$ cat config.mk
export PLATFORM = sky130hd
export DESIGN_NAME = l2_irq_agg
export DESIGN_NICKNAME = d
export VERILOG_FILES = /design/src/rtl/l2_irq_pkg.sv /design/src/rtl/l2_irq_decode.sv /design/src/rtl/l2_irq_regs.sv /design/src/rtl/l2_irq_route.sv /design/src/rtl/l2_irq_agg.sv
export SDC_FILE = /design/constraint.sdc
export NUM_CORES = 1
export LEC_CHECK = 0
export ABC_AREA = 1
export BUFFER_PORTS_ARGS = -buffer_cell sky130_fd_sc_hd__buf_2
export CELL_PAD_IN_SITES_DETAIL_PLACEMENT = 1
export CELL_PAD_IN_SITES_GLOBAL_PLACEMENT = 2
export CORE_UTILIZATION = 29
export CTS_BUF_LIST = sky130_fd_sc_hd__clkbuf_16
export CTS_CLUSTER_DIAMETER = 60
export DETAILED_ROUTE_END_ITERATION = 10
export PLACE_DENSITY_LB_ADDON = 0.1
export SLEW_MARGIN = 20
export SYNTH_ARGS = -nofsm -noshare
export SYNTH_HDL_FRONTEND = slang
export SYNTH_SLANG_ARGS = --single-unit
export TNS_END_PERCENT = 10
$ cat constraint.sdc
create_clock -name clk_i -period 1.84 [get_ports clk_i]
set_input_delay 0.184 -clock clk_i [delete_from_list [all_inputs] [get_ports clk_i]]
set_output_delay 0.184 -clock clk_i [all_outputs]
set_load 0.01 [all_outputs]
$ cat src/rtl/l2_irq_pkg.sv
package l2_irq_pkg;
  localparam int unsigned WORD_BITS = 32;
  localparam int unsigned REG_AW    = 6;
  localparam int unsigned WAKE_IDX  = 8;  // 0x20 >> 2
  localparam int unsigned MAX_WORDS = 4;

  typedef enum logic [1:0] {
    SEL_NONE,
    SEL_EN,
    SEL_STAT,
    SEL_WAKE
  } reg_sel_e;

  typedef struct packed {
    reg_sel_e   sel;
    logic [1:0] word;
  } reg_dec_t;
endpackage

$ cat src/rtl/l2_irq_decode.sv
module l2_irq_decode
  import l2_irq_pkg::*;
#(
  parameter int unsigned NUM_WORDS = 1
) (
  input  logic [REG_AW-1:0] addr_i,
  output reg_dec_t          dec_o
);
  logic [REG_AW-3:0] idx;

  always_comb begin
    idx   = addr_i[REG_AW-1:2];
    dec_o = '{sel: SEL_NONE, word: 2'd0};
    if (addr_i[1:0] == 2'b00) begin
      if (idx < 4'(2 * NUM_WORDS)) begin
        dec_o.sel  = idx[0] ? SEL_STAT : SEL_EN;
        dec_o.word = idx[2:1];
      end else if (idx >= 4'(WAKE_IDX) && idx < 4'(WAKE_IDX + NUM_WORDS)) begin
        dec_o.sel  = SEL_WAKE;
        dec_o.word = idx[1:0];
      end
    end
  end
endmodule

$ cat src/rtl/l2_irq_regs.sv
module l2_irq_regs
  import l2_irq_pkg::*;
#(
  parameter int unsigned                        NUM_WORDS = 1,
  parameter logic [NUM_WORDS*WORD_BITS-1:0]     FWD_MASK  = '0,
  parameter logic [NUM_WORDS*WORD_BITS-1:0]     USED_MASK = '1
) (
  input  logic                             clk_i,
  input  logic                             rst_ni,
  input  logic                             we_i,
  input  reg_dec_t                         dec_i,
  input  logic [WORD_BITS-1:0]             wdata_i,
  input  logic [NUM_WORDS*WORD_BITS-1:0]   src_i,
  output logic [WORD_BITS-1:0]             rdata_o,
  output logic [NUM_WORDS*WORD_BITS-1:0]   en_o,
  output logic [NUM_WORDS*WORD_BITS-1:0]   wake_o
);
  for (genvar w = 0; w < NUM_WORDS; w++) begin : g_word
    localparam logic [WORD_BITS-1:0] FWD  = FWD_MASK[w*WORD_BITS +: WORD_BITS];
    localparam logic [WORD_BITS-1:0] USED = USED_MASK[w*WORD_BITS +: WORD_BITS];

    logic [WORD_BITS-1:0] en_q;
    logic [WORD_BITS-1:0] wake_q;
    logic                 hit;

    assign hit = we_i && (dec_i.word == 2'(w));

    always_ff @(posedge clk_i or negedge rst_ni) begin
      if (!rst_ni) begin
        en_q   <= FWD;
        wake_q <= '0;
      end else if (hit) begin
        if (dec_i.sel == SEL_EN)   en_q   <= wdata_i;
        // unused sources cannot be wake sources
        if (dec_i.sel == SEL_WAKE) wake_q <= wdata_i & USED;
      end
    end

    assign en_o[w*WORD_BITS +: WORD_BITS]   = en_q;
    assign wake_o[w*WORD_BITS +: WORD_BITS] = wake_q;
  end

  always_comb begin
    rdata_o = '0;
    for (int w = 0; w < NUM_WORDS; w++) begin
      if (dec_i.word == 2'(w)) begin
        unique case (dec_i.sel)
          SEL_EN:   rdata_o = en_o[w*WORD_BITS +: WORD_BITS];
          SEL_STAT: rdata_o = src_i[w*WORD_BITS +: WORD_BITS];
          SEL_WAKE: rdata_o = wake_o[w*WORD_BITS +: WORD_BITS];
          default:  rdata_o = '0;
        endcase
      end
    end
  end
endmodule

$ cat src/rtl/l2_irq_route.sv
module l2_irq_route
  import l2_irq_pkg::*;
#(
  parameter int unsigned                    NUM_WORDS = 1,
  parameter logic [NUM_WORDS*WORD_BITS-1:0] ROUTE     = '1
) (
  input  logic                           clk_i,
  input  logic                           rst_ni,
  input  logic [NUM_WORDS*WORD_BITS-1:0] src_i,
  input  logic [NUM_WORDS*WORD_BITS-1:0] eff_en_i,
  output logic                           irq_o
);
  logic hit;
  assign hit = |(src_i & eff_en_i & ROUTE);

  always_ff @(posedge clk_i or negedge rst_ni) begin
    if (!rst_ni) irq_o <= 1'b0;
    else         irq_o <= hit;
  end
endmodule

$ cat src/rtl/l2_irq_agg.sv
module l2_irq_agg
  import l2_irq_pkg::*;
#(
  parameter int unsigned                                  NUM_WORDS   = 1,
  parameter int unsigned                                  NUM_PARENTS = 1,
  parameter bit                                           CAN_WAKE    = 1'b1,
  parameter logic [NUM_PARENTS*NUM_WORDS*WORD_BITS-1:0]   ROUTE_MASK  = '1,
  parameter logic [NUM_WORDS*WORD_BITS-1:0]               FWD_MASK    = '0
) (
  input  logic                           clk_i,
  input  logic                           rst_ni,
  input  logic [NUM_WORDS*WORD_BITS-1:0] src_i,
  input  logic                           suspend_i,
  input  logic                           we_i,
  input  logic [REG_AW-1:0]              addr_i,
  input  logic [WORD_BITS-1:0]           wdata_i,
  output logic [WORD_BITS-1:0]           rdata_o,
  output logic [NUM_PARENTS-1:0]         irq_o
);
  localparam int unsigned SRC_W = NUM_WORDS * WORD_BITS;

  function automatic logic [SRC_W-1:0] calc_used();
    logic [SRC_W-1:0] u;
    u = '0;
    for (int p = 0; p < NUM_PARENTS; p++) u |= ROUTE_MASK[p*SRC_W +: SRC_W];
    return u;
  endfunction

  localparam logic [SRC_W-1:0] USED_MASK = calc_used();

  reg_dec_t         dec;
  logic [SRC_W-1:0] en_w;
  logic [SRC_W-1:0] wake_w;
  logic [SRC_W-1:0] eff_en;
  logic             wake_act;

  l2_irq_decode #(.NUM_WORDS(NUM_WORDS)) u_dec (
    .addr_i (addr_i),
    .dec_o  (dec)
  );

  l2_irq_regs #(
    .NUM_WORDS (NUM_WORDS),
    .FWD_MASK  (FWD_MASK),
    .USED_MASK (USED_MASK)
  ) u_regs (
    .clk_i   (clk_i),
    .rst_ni  (rst_ni),
    .we_i    (we_i),
    .dec_i   (dec),
    .wdata_i (wdata_i),
    .src_i   (src_i),
    .rdata_o (rdata_o),
    .en_o    (en_w),
    .wake_o  (wake_w)
  );

  assign wake_act = CAN_WAKE && suspend_i;
  assign eff_en   = wake_act ? (en_w | wake_w) : en_w;

  for (genvar p = 0; p < NUM_PARENTS; p++) begin : g_parent
    l2_irq_route #(
      .NUM_WORDS (NUM_WORDS),
      .ROUTE     (ROUTE_MASK[p*SRC_W +: SRC_W])
    ) u_route (
      .clk_i    (clk_i),
      .rst_ni   (rst_ni),
      .src_i    (src_i),
      .eff_en_i (eff_en),
      .irq_o    (irq_o[p])
    );
  end
endmodule

==> results.rst <==
.. list-table::
   :header-rows: 1

   * - Metric
     - Value
   * - Horiz. Die Dim
     - 114 um
   * - Initial standard-cell utilization of the core
     - 30.0%
   * - Quantity of gates resized following cts
     - 0
   * - Synthesized area per cell
     - 6.64 um^2
   * - Total routing resource utilization after global routing
     - 18.9%
   * - Number of routed nets with antenna violations
     - 0
   * - DRT Wirelength
     - 11200 um
   * - Count of pins on the block boundary
     - 107
   * - Site Rows
     - 40
   * - Slew at the pin closest to its max-slew limit
     - 578 ps
   * - Inserted Diodes
     - 0
   * - Clock slew seen by the registers of the worst setup and hold paths
     - 50 ps
   * - Via count of the first global-routing pass
     - 3763
   * - Pre-antenna DRT Iters
     - 4
   * - Routed WL per cell
     - 13.5 um
   * - Placed cells
     - 810
   * - Commonest non-fill, non-tap cells in the layout
     - 278 x sky130_fd_sc_hd__nand2_1, 106 x sky130_fd_sc_hd__buf_2, 66 x sky130_fd_sc_hd__inv_1
   * - Delay of the slowest critical-path stage
     - 320 ps
   * - Nature of the critical path endpoint
     - output pin
   * - Vias after detailed routing
     - 3671
   * - Post-Route Hold Slack
     - 111 ps
   * - Yosys reg bits
     - 65
   * - Fin Setup TNS
     - 0 ps
   * - CP Launch Type
     - input pin
   * - CTS sink cnt
     - 65
   * - Slew Limit Headroom
     - 61.5%
   * - Post-synthesis instance total
     - 544
   * - Data required time at the worst endpoint
     - 1660 ps
   * - Final cell count without fillers
     - 829
   * - Maximum fanout count along the critical path
     - 17
   * - Proportion of netlist area held by the largest area contributor
     - 45.0%
   * - First-pass GRT wire length
     - 18700 um
   * - Synth-to-Final Area Change
     - 31.7%
   * - Maxcap violations
     - 0
   * - Die Y-Extent
     - 114 um
   * - Min cycle time layout
     - 1630 ps
   * - Master cell of the clock root buffer
     - sky130_fd_sc_hd__clkbuf_16
   * - Worst Path Arrival
     - 1450 ps
   * - Later-pin clock latency in the skew report
     - 330 ps
   * - Setup repair after global routing missed its margin
     - no
   * - Largest area contributor in the netlist
     - sky130_fd_sc_hd__dfrtp_1
   * - Final hold violation count
     - 0
   * - FILL cells
     - 1568
   * - Period Utilization, post-route
     - 88.7%
   * - Total half-perimeter wirelength after legalization and detailed placement
     - 8170 um
   * - Cell leakage power
     - 0.00268 uW
   * - Max Clk Rate
     - 613 MHz
   * - Ranking of synthesized cells by area
     - sky130_fd_sc_hd__dfrtp_1 45%, sky130_fd_sc_hd__nand2_1 29%, sky130_fd_sc_hd__inv_1 6.6%
   * - Seq/Total Area, Yosys
     - 45.0%
   * - Number of failing setup endpoints in the final timing report
     - 0
   * - Share of post-route cells with drive strength above 1
     - 21.2%
   * - Worst setup path category
     - in -> out
   * - Count of pins over their slew limit
     - 0
   * - Core Box Area
     - 12100 um^2
   * - Clock tree from TritonCTS
     - built
   * - Worst-case clock buffer depth
     - 2
   * - Number of H-tree levels
     - 3
   * - Class of the tightest hold or removal check
     - in -> reg
   * - Peak ir drop on the vdd network
     - 457 uV
   * - DRC Markers
     - 0
   * - Weighted congestion reported at the end of routability-driven placement
     - 0.752
   * - CP Cell Sequence
     - buf_2 > nor2_1 > nand2_1 > nor3_4 > buf_4 > nand2_1 > nand3_1 > buf_2
   * - Critical path's slowest cell
     - sky130_fd_sc_hd__buf_4
   * - Total die area
     - 12900 um^2
   * - Average vias per placed instance
     - 4.43
   * - Most frequent standard cell in the layout excluding fill and tap cells
     - sky130_fd_sc_hd__nand2_1
   * - Synthesized area
     - 3610 um^2
   * - Synth unique cells
     - 15
   * - Total nets after synthesis
     - 618
   * - Result of the run
     - finished, final reports clean
   * - CTS buffer count
     - 9
   * - Initial antenna violation count
     - 0
   * - Number of buffer cells added on primary ports
     - 106
   * - Total power density per cell area
     - 842 nW/um^2
   * - Layout net count
     - 730
   * - Synth warnings
     - 0
   * - Initial DRC Count
     - 130
   * - Maximum number of pins on one net before global-route repair
     - 41
   * - Clock tree skew after final layout
     - 4.46 ps
   * - Total congestion overflow
     - 0
[synth_stat cells, drive strengths merged]
master / instances
o21ai: 64
clkbuf: 10
nor3: 1
nand3: 32
nor3b: 2
buf: 14
inv: 64
dfrtp: 65
nand2: 280
nor2: 12
[worst paths after layout]
check	from	to	slack [ps]	cells after the start
worst min-delay path	wdata_i[17]	u_regs.wake_o[17]	110	3
worst max-delay path	addr_i[1]	rdata_o[23]	210	8
min in group asynchronous	rst_ni	u_regs.wake_o[1]	380	2
max in group asynchronous	rst_ni	u_regs.en_o[4]	910	3
worst max register to register	u_regs.wake_o[25]	g_parent[0].u_route.irq_o	700	8
worst min register to register	u_regs.en_o[9]	u_regs.en_o[9]	510	2
[timing repair]
item	in CTS	in global routing
buffers inserted	0	2
setup endpoints to repair	0	26
hold buffers	1	0
hold endpoints to repair	19	0
[cell type report]
| class | count | area, um^2 | area share [%] |
|---|---|---|---|
| clock buffers | 9 | 225 | 4.73 |
| clock inverters | 7 | 53.8 | 1.13 |
| inverters | 64 | 240 | 5.05 |
| multi-input cells | 391 | 1640 | 34.5 |
| flip-flops and latches | 65 | 1630 | 34.2 |
| well taps | 168 | 210 | 4.42 |
| repair buffers | 125 | 763 | 16.0 |
[flip-flops by register name, indices dropped and copies added (netlist names)]
signal / count
g_parent.u_route.irq_o: 1
u_regs.en_o: 32
u_regs.wake_o: 32
[through the flow]
| stage | utilization [%] | cell area (um^2) | total power (uW) | setup WS [ps] |
|---|---|---|---|---|
| final | 39.5 | 4760 | 4010 | 209 |
| after global routing | 39.5 | 4760 | 4260 | 91.1 |
| after CTS | 39.2 | 4730 | 4070 | 49.3 |
| after detailed placement | 36.8 | 4440 | 2420 | 49.4 |
| after global placement | 36.8 | 4440 | 2390 | 77.3 |
| after floorplan | - | 3610 | 2130 | 500 |
[power by group]
part           switching, uW  internal (uW)
Sequential               146           1620
Clock                    598           1020
Combinational            356            267
[layer usage]
metal | share of wire, % | up-vias | GRT usage, %
met2 | 48 | 58 | 31.9
met1 | 48 | 1717 | 24.8
li1 | - | 1886 | -
met4 | 1.1 | 0 | 5.26
met5 | 0 | - | 0
met3 | 2.6 | 10 | 3.56
[cell families (layout without fill, tap and decap cells)]
| kind of cell | Yosys count | in the layout | share of synthesized area [%] |
|---|---|---|---|
| AND/OR/NAND/NOR | 327 | 327 | 36.4 |
| buffers and inverters | 88 | 205 | 9.76 |
| flip-flops | 65 | 65 | 45.0 |
| AO/OA/AOI/OAI | 64 | 64 | 8.86 |
[worst max-delay path: cells and delay by family]
family / cells / cell delay, ps
buffers and inverters: 3 / 560
AND/OR/NAND/NOR: 5 / 700
(Power assumes the default switching activity.)
